## src/rtl/bcs_pkg.sv

```systemverilog
package bcs_pkg;

  localparam int TS_W = 3;
  localparam logic [TS_W-1:0] LEN_RW         = TS_W'(3);
  localparam logic [TS_W-1:0] LEN_FETCH      = TS_W'(4);
  localparam logic [TS_W-1:0] LEN_FETCH_LONG = TS_W'(6);
  localparam logic [TS_W-1:0] TS_IDLE        = '0;

  typedef enum logic [2:0] {
    K_FETCH = 3'd0,
    K_MRD   = 3'd1,
    K_MWR   = 3'd2,
    K_IORD  = 3'd3,
    K_IOWR  = 3'd4
  } kind_e;

  typedef struct packed {
    logic io_m;
    logic s1;
    logic s0;
  } status_t;

  localparam status_t ST_IDLE = '0;

  function automatic logic kind_ok(logic [2:0] k);
    return k <= 3'd4;
  endfunction

  function automatic logic is_write(kind_e k);
    return (k == K_MWR) || (k == K_IOWR);
  endfunction

  function automatic status_t status_of(kind_e k);
    status_t s;
    case (k)
      K_FETCH: s = '{io_m: 1'b0, s1: 1'b1, s0: 1'b1};
      K_MRD:   s = '{io_m: 1'b0, s1: 1'b1, s0: 1'b0};
      K_MWR:   s = '{io_m: 1'b0, s1: 1'b0, s0: 1'b1};
      K_IORD:  s = '{io_m: 1'b1, s1: 1'b1, s0: 1'b0};
      K_IOWR:  s = '{io_m: 1'b1, s1: 1'b0, s0: 1'b1};
      default: s = ST_IDLE;
    endcase
    return s;
  endfunction

  function automatic logic [TS_W-1:0] cycle_len(kind_e k, logic long_fetch);
    if (k == K_FETCH) return long_fetch ? LEN_FETCH_LONG : LEN_FETCH;
    return LEN_RW;
  endfunction

endpackage

```

## src/rtl/bcs_tctr.sv

```systemverilog
module bcs_tctr
  import bcs_pkg::*;
(
  input  logic            clk,
  input  logic            rst_n,
  input  logic            start,
  input  logic [TS_W-1:0] len_i,
  output logic [TS_W-1:0] tstate,
  output logic            idle,
  output logic            done
);

  logic [TS_W-1:0] ts_q, ts_d;
  logic [TS_W-1:0] len_q, len_d;
  logic            done_q, done_d;
  logic            adv_en;

  always_comb begin
    ts_d   = ts_q;
    len_d  = len_q;
    done_d = 1'b0;
    if (ts_q == TS_IDLE) begin
      if (start) begin
        ts_d  = TS_W'(1);
        len_d = len_i;
      end
    end else if (ts_q == len_q) begin
      ts_d   = TS_IDLE;
      done_d = 1'b1;
    end else begin
      ts_d = ts_q + TS_W'(1);
    end
  end

  assign adv_en = start | (ts_q != TS_IDLE) | done_q;

  always_ff @(posedge clk or negedge rst_n) begin
    if (!rst_n) begin
      ts_q   <= TS_IDLE;
      len_q  <= LEN_RW;
      done_q <= 1'b0;
    end else if (adv_en) begin
      ts_q   <= ts_d;
      len_q  <= len_d;
      done_q <= done_d;
    end
  end

  assign tstate = ts_q;
  assign idle   = (ts_q == TS_IDLE);
  assign done   = done_q;

  assert_done_pulse_R9: assert property (@(posedge clk) disable iff (!rst_n)
    done_q |=> !done_q);

  assert_start_t1_R1: assert property (@(posedge clk) disable iff (!rst_n)
    (start && idle) |=> (ts_q == TS_W'(1)));

  assert_done_idle_R9: assert property (@(posedge clk) disable iff (!rst_n)
    done_q |-> (ts_q == TS_IDLE));

endmodule

```

## src/rtl/bcs_req_latch.sv

```systemverilog
module bcs_req_latch
  import bcs_pkg::*;
#(
  parameter int ADDR_W = 16,
  parameter int DATA_W = 8
) (
  input  logic              clk,
  input  logic              rst_n,
  input  logic              load,
  input  kind_e             kind_i,
  input  logic [ADDR_W-1:0] addr_i,
  input  logic [DATA_W-1:0] wdata_i,
  output kind_e             kind_o,
  output logic [ADDR_W-1:0] addr_o,
  output logic [DATA_W-1:0] wdata_o
);

  kind_e             kind_q;
  logic [ADDR_W-1:0] addr_q;
  logic [DATA_W-1:0] wdata_q;

  always_ff @(posedge clk or negedge rst_n) begin
    if (!rst_n) begin
      kind_q  <= K_FETCH;
      addr_q  <= '0;
      wdata_q <= '0;
    end else if (load) begin
      kind_q  <= kind_i;
      addr_q  <= addr_i;
      wdata_q <= wdata_i;
    end
  end

  assign kind_o  = kind_q;
  assign addr_o  = addr_q;
  assign wdata_o = wdata_q;

endmodule

```

## src/rtl/bcs_bus_drv.sv

```systemverilog
module bcs_bus_drv
  import bcs_pkg::*;
#(
  parameter int ADDR_W = 16,
  parameter int DATA_W = 8
) (
  input  logic                     clk,
  input  logic                     rst_n,
  input  logic [TS_W-1:0]          tstate,
  input  kind_e                    kind,
  input  logic [ADDR_W-1:0]        addr,
  input  logic [DATA_W-1:0]        wdata,
  input  logic [DATA_W-1:0]        ad_in,
  output logic [ADDR_W-DATA_W-1:0] addr_hi,
  output logic [DATA_W-1:0]        ad_out,
  output logic                     ad_oe,
  output logic                     ale,
  output status_t                  status,
  output logic                     rd_n,
  output logic                     wr_n,
  output logic [DATA_W-1:0]        rdata
);

  logic active, in_t1, in_strobe, wr_kind, cap_en;
  logic [DATA_W-1:0] rdata_q;

  always_comb begin
    active    = (tstate != TS_IDLE);
    in_t1     = (tstate == TS_W'(1));
    in_strobe = (tstate == TS_W'(2)) || (tstate == TS_W'(3));
    wr_kind   = is_write(kind);
    cap_en    = (tstate == TS_W'(3)) && !wr_kind;

    status  = active ? status_of(kind) : ST_IDLE;
    addr_hi = active ? addr[ADDR_W-1:DATA_W] : '0;
    ale     = in_t1;
    ad_oe   = in_t1 | (in_strobe & wr_kind);
    if (in_t1)                    ad_out = addr[DATA_W-1:0];
    else if (in_strobe & wr_kind) ad_out = wdata;
    else                          ad_out = '0;
    rd_n = !(in_strobe & !wr_kind);
    wr_n = !(in_strobe &  wr_kind);
  end

  always_ff @(posedge clk or negedge rst_n) begin
    if (!rst_n)      rdata_q <= '0;
    else if (cap_en) rdata_q <= ad_in;
  end

  assign rdata = rdata_q;

  assert_strobe_excl_R5: assert property (@(posedge clk) disable iff (!rst_n)
    !(!rd_n && !wr_n));

  assert_rd_no_drive_R5: assert property (@(posedge clk) disable iff (!rst_n)
    !rd_n |-> !ad_oe);

  assert_wr_drives_R6: assert property (@(posedge clk) disable iff (!rst_n)
    !wr_n |-> ad_oe);

  assert_ale_single_R4: assert property (@(posedge clk) disable iff (!rst_n)
    ale |=> !ale);

  assert_rdata_hold_R7: assert property (@(posedge clk) disable iff (!rst_n)
    (tstate != TS_W'(3)) |=> $stable(rdata_q));

endmodule

```

## src/rtl/bus_cycle_seq.sv

```systemverilog
module bus_cycle_seq
  import bcs_pkg::*;
#(
  parameter int ADDR_W = 16,
  parameter int DATA_W = 8
) (
  input  logic                     clk,
  input  logic                     rst_n,
  input  logic                     req_valid,
  input  logic [2:0]               req_kind,
  input  logic [ADDR_W-1:0]        req_addr,
  input  logic [DATA_W-1:0]        req_wdata,
  input  logic                     fetch_long,
  output logic                     req_ready,
  output logic [ADDR_W-DATA_W-1:0] addr_hi,
  output logic [DATA_W-1:0]        ad_out,
  output logic                     ad_oe,
  input  logic [DATA_W-1:0]        ad_in,
  output logic                     ale,
  output logic                     io_m,
  output logic                     s1,
  output logic                     s0,
  output logic                     rd_n,
  output logic                     wr_n,
  output logic [DATA_W-1:0]        rdata,
  output logic                     done
);

  localparam int SYNC_STAGES = 2;

  logic [SYNC_STAGES-1:0] rsync_q;
  logic                   srst_n;
  logic                   start, idle;
  logic [TS_W-1:0]        tstate, len_req;
  kind_e                  kind_in, kind_q;
  logic [ADDR_W-1:0]      addr_q;
  logic [DATA_W-1:0]      wdata_q;
  status_t                status;

  always_ff @(posedge clk or negedge rst_n) begin
    if (!rst_n) rsync_q <= '0;
    else        rsync_q <= {rsync_q[SYNC_STAGES-2:0], 1'b1};
  end
  assign srst_n = rsync_q[SYNC_STAGES-1];

  assign kind_in   = kind_e'(req_kind);
  assign req_ready = srst_n & idle;
  assign start     = req_valid & req_ready & kind_ok(req_kind);
  assign len_req   = cycle_len(kind_in, fetch_long);

  bcs_tctr u_tctr (
    .clk    (clk),
    .rst_n  (srst_n),
    .start  (start),
    .len_i  (len_req),
    .tstate (tstate),
    .idle   (idle),
    .done   (done)
  );

  bcs_req_latch #(.ADDR_W(ADDR_W), .DATA_W(DATA_W)) u_req (
    .clk     (clk),
    .rst_n   (srst_n),
    .load    (start),
    .kind_i  (kind_in),
    .addr_i  (req_addr),
    .wdata_i (req_wdata),
    .kind_o  (kind_q),
    .addr_o  (addr_q),
    .wdata_o (wdata_q)
  );

  bcs_bus_drv #(.ADDR_W(ADDR_W), .DATA_W(DATA_W)) u_drv (
    .clk     (clk),
    .rst_n   (srst_n),
    .tstate  (tstate),
    .kind    (kind_q),
    .addr    (addr_q),
    .wdata   (wdata_q),
    .ad_in   (ad_in),
    .addr_hi (addr_hi),
    .ad_out  (ad_out),
    .ad_oe   (ad_oe),
    .ale     (ale),
    .status  (status),
    .rd_n    (rd_n),
    .wr_n    (wr_n),
    .rdata   (rdata)
  );

  assign io_m = status.io_m;
  assign s1   = status.s1;
  assign s0   = status.s0;

  assert_idle_quiet_R9: assert property (@(posedge clk) disable iff (!srst_n)
    req_ready |-> ({io_m, s1, s0} == 3'b000 && rd_n && wr_n && !ale));

  assert_bad_kind_R11: assert property (@(posedge clk) disable iff (!srst_n)
    (req_valid && req_ready && !kind_ok(req_kind)) |=> req_ready);

  assert_done_ready_R9: assert property (@(posedge clk) disable iff (!srst_n)
    done |-> req_ready);

endmodule

```

## config.mk

```make
export PLATFORM = sky130hd
export DESIGN_NAME = bus_cycle_seq
export DESIGN_NICKNAME = d
export VERILOG_FILES = /design/src/rtl/bcs_pkg.sv /design/src/rtl/bcs_tctr.sv /design/src/rtl/bcs_req_latch.sv /design/src/rtl/bcs_bus_drv.sv /design/src/rtl/bus_cycle_seq.sv
export SDC_FILE = /design/constraint.sdc
export NUM_CORES = 1
export LEC_CHECK = 0
export ABC_CLOCK_PERIOD_IN_PS = 2300
export BUFFER_PORTS_ARGS = -buffer_cell sky130_fd_sc_hd__buf_2
export CAP_MARGIN = 30
export CORE_MARGIN = 2
export CORE_UTILIZATION = 50
export DETAILED_ROUTE_END_ITERATION = 12
export GPL_TIMING_DRIVEN = 0
export PLACE_DENSITY = 0.8
export SETUP_SLACK_MARGIN = 0.5
export SYNTH_ARGS = -nofsm -noshare
export SYNTH_HDL_FRONTEND = slang
export SYNTH_HIERARCHICAL = 1
export SYNTH_SLANG_ARGS = --single-unit
export TNS_END_PERCENT = 1
```

## constraint.sdc

```tcl
create_clock -name clk -period 2.3 [get_ports clk]
set_input_delay 0.23 -clock clk [delete_from_list [all_inputs] [get_ports clk]]
set_output_delay 0.23 -clock clk [all_outputs]
set_load 0.02 [all_outputs]
```

==> results of run 1 <==
## what timing repair did
action                                  in CTS  in global routing
pin swaps                                    3                  0
endpoints found under the setup margin      48                 50
setup buffers                               17                  2
endpoints found under the hold margin        2                  0
hold buffers                                 1                  0
resized for setup                            9                  2
cloned                                       1                  0
## per-stage QoR
step	area (um^2)	total power, mW	worst slack (ns)	cells	util, %
final	2970	4.34	0.334	296	73.7
after global routing	2970	4.60	0.263	296	73.7
after CTS	2950	4.32	0.344	294	73.3
after detailed placement	2570	3.46	0.266	267	63.8
after global placement	2570	3.40	0.291	267	63.8
after floorplan	2150	2.91	0.341	146	-
## cells by family (layout without fill, tap and decap cells)
group                    count (synthesis)  count (layout)  share of synthesized area, %
AO/OA/AOI/OAI                           16              16                          6.33
multiplexers                            39              39                          24.3
XOR/XNOR                                 4               4                          2.01
buffers and inverters                   10             110                          4.03
flip-flops                              44              44                          52.2
AND/OR/NAND/NOR                         30              30                          9.77
other                                    1               1                         0.177
adder cells (fa/ha/maj)                  2               2                          1.18
## worst register-to-register path: cells and delay by family (launching register included)
kind	cells	cell delay [ns]
fa+ha+maj	1	0.12
buf+inv	5	0.55
flops	1	0.46
mux	1	0.30
simple gates	3	0.44
## final cells by class
cell class / instances / area share [%]
sequential: 44 / 37.4
multi-input combinational: 92 / 32.9
timing repair buffer: 92 / 20.8
buffer: 6 / 2.57
clock buffer: 6 / 2.45
tap: 50 / 2.11
clock inverter: 2 / 1.18
inverter: 4 / 0.506
## how the worst max path moves through the flow
stage                startpoint               to  slack [ns]  depth (start not counted)
5_1_grt        u_tctr/tstate[1]  u_req/kind_o[0]        0.26                         10
3_5_place_dp   u_tctr/tstate[1]  u_req/addr_o[6]        0.27                          9
4_1_cts        u_tctr/tstate[1]  u_req/addr_o[6]        0.34                         10
6_report       u_tctr/tstate[1]  u_req/addr_o[6]        0.33                         10
3_3_place_gp   u_tctr/tstate[1]  u_req/addr_o[6]        0.29                          9
2_1_floorplan  u_tctr/tstate[0]  u_req/addr_o[0]        0.34                          9
## power groups by stage
stage,Combinational (mW),Clock (mW),Sequential (mW)
after floorplan,1.43,0,1.48
after global placement,1.97,0,1.43
after detailed placement,2.01,0,1.45
after CTS,2.31,0.582,1.43
after global routing,2.50,0.616,1.49
final,2.34,0.572,1.42
## flip-flops by register name (all words and copies together), names as in the netlist
| signal | flops |
|---|---|
| u_req/addr_o | 16 |
| u_drv/rdata | 8 |
| u_req/wdata_o | 8 |
| u_req/kind_o | 3 |
| u_tctr/len_q | 3 |
| u_tctr/tstate | 3 |
| rsync_q | 2 |
| u_tctr/done | 1 |
## per-layer routing
metal | wire [um] | up-vias | GRT usage [%]
met5 | 0 | - | 0
met4 | 59 | 0 | 6.54
met3 | 250 | 8 | 3.80
met2 | 2160 | 51 | 33.7
met1 | 1850 | 722 | 25.8
li1 | - | 707 | -
## synthesized netlist by cell type (all sizes together)
cell type	instances
a211oi	2
dfstp	2
and3	1
o211ai	1
nor3	4
nand2b	2
nand3b	1
conb	1
o21ai	3
nand2	2
clkbuf	2
ha	2
a22o	8
nor2	4
and2	1
mux2	38
or2	1
nor2b	11
nor4	1
dfrtp	42
buf	4
a21oi	1
inv	4
mux2i	1
xnor2	1
o31ai	1
nor3b	2
xor2	3
==> implementation parameters, run 1 <==
Parameter                              Value

Timing
  Shortest clock period the worst path allows after layout    1.97 ns
  Number of max-slew violations in the final report    0
  Worst clock skew    0.00670 ns
  Total negative setup slack    0 ns
  Final-layout worst hold slack    0.159 ns
  Final count of negative-setup-slack endpoints    0
  Final worst path period share    85.5%
  Top achievable clock speed    509 MHz
  Final count of hold timing violations    0
  Setup repair after global routing missed its margin    yes

Routing
  Antenna-violating nets left    0
  Detailed Route WL    4320 um
  First drt pass iteration count    4
  Wire per inst    14.6 um
  Vias after detailed routing    1,488
  Post-detailed-route DRC marker count    0
  Per-cell via count in the routed design    about 5.0
  Violation count after the first detailed-route iteration    around 110

Power
  Static leakage power    approximately 1.5 nW
  Worst vdd ir    roughly 0.67 mV
  Total net switching power    1.64 mW
  Internal Pwr Total    between 2 and 3 mW
  Net switching share of the total power    between 30% and 40%
  Total power per unit cell area    1460 nW/um^2
  Clock group share of total power    approximately an eighth
  Fraction of power consumed by sequential logic    32.8%
  Logic pwr share    between 50% and 60%

Placed design
  Count of input and output buffers    71
  Detailed placer's ending HPWL    2900 um
  GP Congestion    0.706

Final layout
  Total area of multi-input combinational cells    977 um^2
  P&R area growth vs syn    40.4%
  Highest-count cells in the layout ignoring fill and taps    buf_2, dfrtp_1, mux2_4
  Ratio of cells with drive above 1 in the final layout    66.3%
  Area taken by flip-flops and latches    1110 um^2
  NumNets Final    ~290
  Filler cell count    slightly below 300
  Most common cell after layout, fill and taps aside    buf_2
  Diodes inserted    0

Synthesis
  Mean instance size in the synthesized netlist    14.5 um^2
  Post-Syn Nets    187
  Top cell type by total area after synthesis    dfrtp_1
  Number of warnings reported in the yosys synthesis log    6
  Summed instance area of the synthesized netlist    2110 um^2
  Sequential area share after synthesis    52.2%
  Total of flip-flops plus latches after synthesis    44
  Count of distinct cell types in the synthesized netlist    33
  Ranking of synthesized cells by area    dfrtp_1, mux2_4, mux2_2
  Share of the synthesized area in the top cell type    49.7%
  Synthesized instance count    146

Global routing
  GRT Overall Usage    19.9%
  Global-route wire length before repair    7580 um
  Initial antenna violation count    0
  Vias in the first global route    1,537
  Maximum number of pins on one net before global-route repair    24
  Sum of overflow across all layers after global routing    0

Clock tree
  TritonCTS clock tree    yes
  Number of buffers inserted during clock tree synthesis    5
  CTS sink count    44
  Clock slew at reported path FFs    0.08 ns
  Skew-Pair Late Insertion Delay    0.29 ns
  Bufs on Longest Clock Path    2
  H-tree level count    2
  Root buffer cell    clkbuf_8

Worst setup path
  Slack of the worst reg-to-reg path    between 0.3 and 0.4 ns
  Crit start category    flip-flop
  Endpoint arrival time on the critical path    2.14 ns
  Cell family with the largest share of critical-path delay    buffers and inverters
  Ordered list of cells on the worst path    inv_2, ha_4, nor2b_4, buf_6, and2_4, and3_4, buf_8, buf_12, buf_12, mux2_4
  Setup crit end kind    flip-flop
  WS Path Type    flip-flop to flip-flop
  Number of buffer and inverter stages on the critical path    5
  Delay contributed by the slowest stage of the critical path    0.46 ns
  Most repeated library cell on the critical path    buf_12
  Start of the worst register-to-register path    u_tctr/tstate[1]
  Library cell contributing the largest single delay on the critical path    dfrtp_2
  Critical path fanouts, max    6
  Required time of the worst setup path    2.48 ns
  Cell count of the worst reg-to-reg path    10
  Endpoint of the most critical register-to-register path    u_req/addr_o[6]

Min path
  Hold_sp    req_addr[14]
  Tightest Hold Check Type    primary input to flip-flop
  Endpoint of the worst hold-timing path    u_req/addr_o[14]
  Instance count along the most critical hold path    2

Die
  Boundary pin count    72
  Die area    around 4800 um^2
  Num rows    23
  Initial standard-cell utilization of the core    52.5%
  Core area    4030 um^2
  Die Height    69.0 um
  Die extent in x    a little under 70 um

Run
  Number of violations of the max-capacitance limit    0

Status
  Outcome    complete, no violations
Power figures use the tool's default switching activity.
==> run 2, diff against run 1 <==
Settings changed: MAX_ROUTING_LAYER set to met4.
==> implementation parameters, run 2 (synthesis gave the netlist of run 1 again) <==
Parameter                              Value

Clock tree
  Number of buffers inserted during clock tree synthesis    5
  Bufs on Longest Clock Path    2
  Clock slew at reported path FFs    around 0.080 ns
  CTS sink count    44
  Skew-Pair Late Insertion Delay    0.29 ns
  Root buffer cell    clkbuf_8
  H-tree level count    2
  TritonCTS clock tree    yes

Worst setup path
  WS Path Type    flip-flop to flip-flop
  Start of the worst register-to-register path    u_tctr/tstate[1]
  Ordered list of cells on the worst path    inv_2, ha_4, nor2b_4, buf_6, and2_4, and3_4, buf_8, buf_12, buf_12, mux2_4
  Most repeated library cell on the critical path    buf_12
  Critical path fanouts, max    6
  Endpoint arrival time on the critical path    2.14 ns
  Required time of the worst setup path    2.48 ns
  Slack of the worst reg-to-reg path    0.34 ns
  Crit start category    flip-flop
  Setup crit end kind    flip-flop
  Endpoint of the most critical register-to-register path    u_req/addr_o[6]
  Delay contributed by the slowest stage of the critical path    0.45 ns
  Cell count of the worst reg-to-reg path    10
  Library cell contributing the largest single delay on the critical path    dfrtp_2
  Cell family with the largest share of critical-path delay    buffers and inverters
  Number of buffer and inverter stages on the critical path    5

Final layout
  Number of flip-flops under the largest register name    16
  Ratio of cells with drive above 1 in the final layout    66.3%
  Final design instance area without fill    around 3000 um^2
  Diodes inserted    0
  P&R area growth vs syn    40.4%
  Final cell count without fillers    296
  Highest-count cells in the layout ignoring fill and taps    buf_2, dfrtp_1, mux2_4
  Final Util    73.7%
  Most common cell after layout, fill and taps aside    buf_2
  NumNets Final    286

Min path
  Hold_sp    req_addr[14]
  Instance count along the most critical hold path    2
  Endpoint of the worst hold-timing path    u_req/addr_o[14]
  Tightest Hold Check Type    primary input to flip-flop

Die
  Die extent in x    69.0 um
  Core area    4030 um^2
  Die area    ~4800 um^2
  Initial standard-cell utilization of the core    52.5%
  Boundary pin count    72
  Die Height    approximately 69 um
  Num rows    23

Routing
  Wire per inst    14.5 um
  Antenna-violating nets left    0
  Detailed Route WL    4300 um
  Vias after detailed routing    1,491
  First drt pass iteration count    4
  Detailed-routing wirelength on met1    1850 um
  Routed length on met3    227 um
  Per-cell via count in the routed design    5.04
  Post-detailed-route DRC marker count    0
  Uppermost layer routed    met4
  Violation count after the first detailed-route iteration    137
  Detailed-routed wire length on met2    between 2000 and 2500 um

Status
  Outcome    complete, no violations

Timing
  Final count of negative-setup-slack endpoints    0
  Worst clock skew    0.00625 ns
  Final-layout worst hold slack    0.159 ns
  Top achievable clock speed    509 MHz
  Shortest clock period the worst path allows after layout    ~2.0 ns
  Number of max-slew violations in the final report    0
  Total negative setup slack    0 ns
  Final count of hold timing violations    0
  Final worst path period share    a little under nine tenths
  Setup repair after global routing missed its margin    yes

Placed design
  GP Congestion    0.714
  Detailed placer's ending HPWL    about 2900 um
  Area after DPL    around 2600 um^2
  Count of input and output buffers    71
  Post-Place Cells    approximately 270

Power
  Total power per unit cell area    1460 nW/um^2
  Static leakage power    1.47 nW
  Worst vdd ir    roughly 0.67 mV

Global routing
  GRT Overall Usage    between 20% and 30%
  Maximum number of pins on one net before global-route repair    24
  Global-route wire length before repair    7550 um
  Sum of overflow across all layers after global routing    0
  Vias in the first global route    ~1,500
  Initial antenna violation count    0

Run
  Number of violations of the max-capacitance limit    0
-- run 2: metal layers --
layer | vias to the layer above | track usage [%]
met1 | 727 | 25.8
li1 | 707 | -
met2 | 49 | 33.8
met3 | 8 | 3.51
met5 | - | -
met4 | 0 | 6.54
-- run 2: worst max path at each step --
stage          cells past startpoint        startpoint         endpoint
2_1_floorplan                      9  u_tctr/tstate[0]  u_req/addr_o[0]
3_3_place_gp                       9  u_tctr/tstate[1]  u_req/addr_o[6]
3_5_place_dp                       9  u_tctr/tstate[1]  u_req/addr_o[6]
4_1_cts                           10  u_tctr/tstate[1]  u_req/addr_o[6]
5_1_grt                           10  u_tctr/tstate[1]  u_req/kind_o[0]
6_report                          10  u_tctr/tstate[1]  u_req/addr_o[6]
-- run 2: what timing repair did --
item / CTS / global route
resized for setup: 9 / 2
setup buffers: 17 / 2
endpoints found under the hold margin: 2 / 0
hold buffers: 1 / 0
cloned: 1 / 0
pin swaps: 3 / 0
endpoints found under the setup margin: 48 / 51
-- run 2: final cells by class --
type                    count  area, um^2
clock inverters             2        35.0
clock buffers               6        72.6
flip-flops and latches     44        1110
multi-input cells          92         977
plain buffers               6        76.3
well taps                  50        62.6
inverters                   4        15.0
fillers                   289        1060
repair buffers             92         618
-- run 2: metrics by stage --
stage | worst slack (ns) | power, mW
after global placement | 0.291 | 3.40
after global routing | 0.267 | 4.60
after floorplan | 0.341 | 2.91
final | 0.337 | 4.34
after detailed placement | 0.266 | 3.46
after CTS | 0.344 | 4.32
-- run 2: where the power goes --
group          internal, mW  switching, mW
clock                 0.322          0.250
combinational          1.22           1.12
sequential             1.16          0.261
total                  2.70           1.63
==> run 3, diff against run 2 <==
Settings changed: ABC_CLOCK_PERIOD_IN_PS 2300 to 1600, CORE_UTILIZATION 50 to 45, PLACE_DENSITY 0.8 to 0.76.
Clock period 2.3 ns to 1.6 ns, I/O delays scaled along.
==> implementation parameters, run 3 (synthesis gave the netlist of run 1 again) <==
Parameter                              Value

Clock tree
  CTS sink count    44
  Root buffer cell    clkbuf_8
  Clock slew at reported path FFs    0.08 ns
  TritonCTS clock tree    yes
  Skew-Pair Late Insertion Delay    0.30 ns
  H-tree level count    2
  Number of buffers inserted during clock tree synthesis    5
  Bufs on Longest Clock Path    2

Final layout
  Ratio of cells with drive above 1 in the final layout    70.1%
  Final cell count without fillers    306
  P&R area growth vs syn    52.2%
  Most common cell after layout, fill and taps aside    buf_2
  Highest-count cells in the layout ignoring fill and taps    buf_2, dfrtp_1, mux2_4
  Diodes inserted    0
  Filler cell count    around 300
  NumNets Final    294
  Number of flip-flops under the largest register name    16

Global routing
  GRT Overall Usage    20.5%
  Vias in the first global route    1,615
  Sum of overflow across all layers after global routing    0
  Maximum number of pins on one net before global-route repair    24
  Global-route wire length before repair    7900 um
  Initial antenna violation count    0

Status
  Violated checks    setup timing
  Outcome    finished, violations left

Worst setup path
  Start of the worst register-to-register path    u_tctr/tstate[1]
  Library cell contributing the largest single delay on the critical path    dfrtp_2
  Delay contributed by the slowest stage of the critical path    between 0.4 and 0.5 ns
  Number of buffer and inverter stages on the critical path    4
  Cell family with the largest share of critical-path delay    buffers and inverters
  Required time of the worst setup path    ~1.4 ns
  Critical path fanouts, max    5
  Crit start category    flip-flop
  Critical path launch point    u_tctr/tstate[1]
  WS Path Type    flip-flop to primary output
  Ordered list of cells on the worst path    buf_6, nor2b_4, nor3b_4, buf_4, buf_12, a22o_1, buf_6
  Endpoint arrival time on the critical path    1.76 ns
  Setup crit end kind    primary output
  Most repeated library cell on the critical path    buf_6

Die
  Core area    4440 um^2
  Num rows    24
  Die area    between 5000 and 6000 um^2
  Initial standard-cell utilization of the core    a little under half
  Die extent in x    slightly above 70 um
  Boundary pin count    around 70
  Die Height    72.5 um

Timing
  PnR worst setup slack    -0.318 ns
  Number of max-slew violations in the final report    0
  Shortest clock period the worst path allows after layout    1.92 ns
  Final count of negative-setup-slack endpoints    52
  Top achievable clock speed    521 MHz
  Setup repair after global routing missed its margin    yes
  Final count of hold timing violations    0
  Worst clock skew    0.00649 ns
  Final worst path period share    120%
  Total negative setup slack    -10.79 ns
  Final-layout worst hold slack    0.0837 ns

Power
  Total net switching power    2.55 mW
  Worst vdd ir    0.988 mV
  Net switching share of the total power    36.7%
  Static leakage power    about 1.6 nW
  Total power per unit cell area    2160 nW/um^2
  Clock group share of total power    between 10% and 20%
  Fraction of power consumed by sequential logic    29.2%
  Internal Pwr Total    about 4.4 mW
  Logic pwr share    58.8%

Routing
  First drt pass iteration count    6
  Antenna-violating nets left    0
  Detailed Route WL    around 4700 um
  Wire per inst    15.4 um
  Vias after detailed routing    1,503
  Per-cell via count in the routed design    4.91
  Post-detailed-route DRC marker count    0
  Violation count after the first detailed-route iteration    46

Min path
  Tightest Hold Check Type    primary input to flip-flop
  Hold_sp    req_addr[0]

Placed design
  Count of input and output buffers    71
  Detailed placer's ending HPWL    between 2000 and 3000 um
  GP Congestion    0.752
  Post-Place Cells    ~270

Run
  Number of violations of the max-capacitance limit    0
## run 3: per-layer routing
metal	vias up	routed length, um	share of wire, %	global-route usage [%]
met5	-	0	0	-
met4	0	74	1.6	8.85
met3	8	240	5.1	3.89
met2	52	2280	48	31.5
met1	720	2120	45	26.5
li1	723	-	-	-
## run 3: per-stage QoR
stage          util, %  setup WS (ns)  cell area, um^2  power (mW)
6_report          72.4         -0.318             3220        6.94
5_1_grt           72.4         -0.368             3220        7.36
4_1_cts           71.7         -0.297             3190        6.83
3_5_place_dp      57.9         -0.428             2570        4.97
3_3_place_gp      57.9         -0.417             2570        4.90
2_1_floorplan        -         -0.359             2150        4.18
## run 3: power groups by stage
stage	logic (mW)	registers (mW)	clock network, mW
after floorplan	2.06	2.12	0
after global placement	2.84	2.06	0
after detailed placement	2.89	2.08	0
after CTS	3.95	2.02	0.856
after global routing	4.35	2.11	0.908
final	4.08	2.03	0.835
## run 3: worst register-to-register path: stages, from the launching register on
cell	delay (ns)
dfrtp_2	0.42
inv_2	0.07
ha_4	0.12
nor2b_4	0.13
buf_6	0.10
and2_4	0.13
and3_4	0.18
buf_8	0.13
buf_6	0.11
buf_12	0.11
mux2_4	0.29
## run 3: timing repair
| item | 4_1_cts | 5_1_grt |
|---|---|---|
| endpoints found under the hold margin | 2 | 0 |
| gates cloned | 2 | 0 |
| resized for setup | 52 | 11 |
| hold buffers | 1 | 0 |
| setup endpoints to repair | 66 | 66 |
| pin swaps | 18 | 4 |
| buffers inserted | 26 | 0 |
## run 3: area by class of cell
type / instances / area, um^2 / share of cell area (%)
Clock buffer: 6 / 72.6 / 2.26
Buffer: 6 / 86.3 / 2.68
Sequential cell: 44 / 1110 / 34.6
Timing Repair Buffer: 100 / 808 / 25.1
Inverter: 4 / 15.0 / 0.467
Tap cell: 52 / 65.1 / 2.02
Multi-Input combinational cell: 92 / 1020 / 31.7
Clock inverter: 2 / 35.0 / 1.09
## run 3: final timing paths
kind	to	slack, ns	cells past startpoint
max	ad_out[0]	-0.32	7
min	u_req/addr_o[0]	0.08	2
max reg2reg	u_req/addr_o[7]	-0.30	10
min reg2reg	u_tctr/tstate[0]	0.24	0
max in group asynchronous	u_tctr/len_q[1]	0.87	1
min in group asynchronous	rsync_q[1]	0.16	2
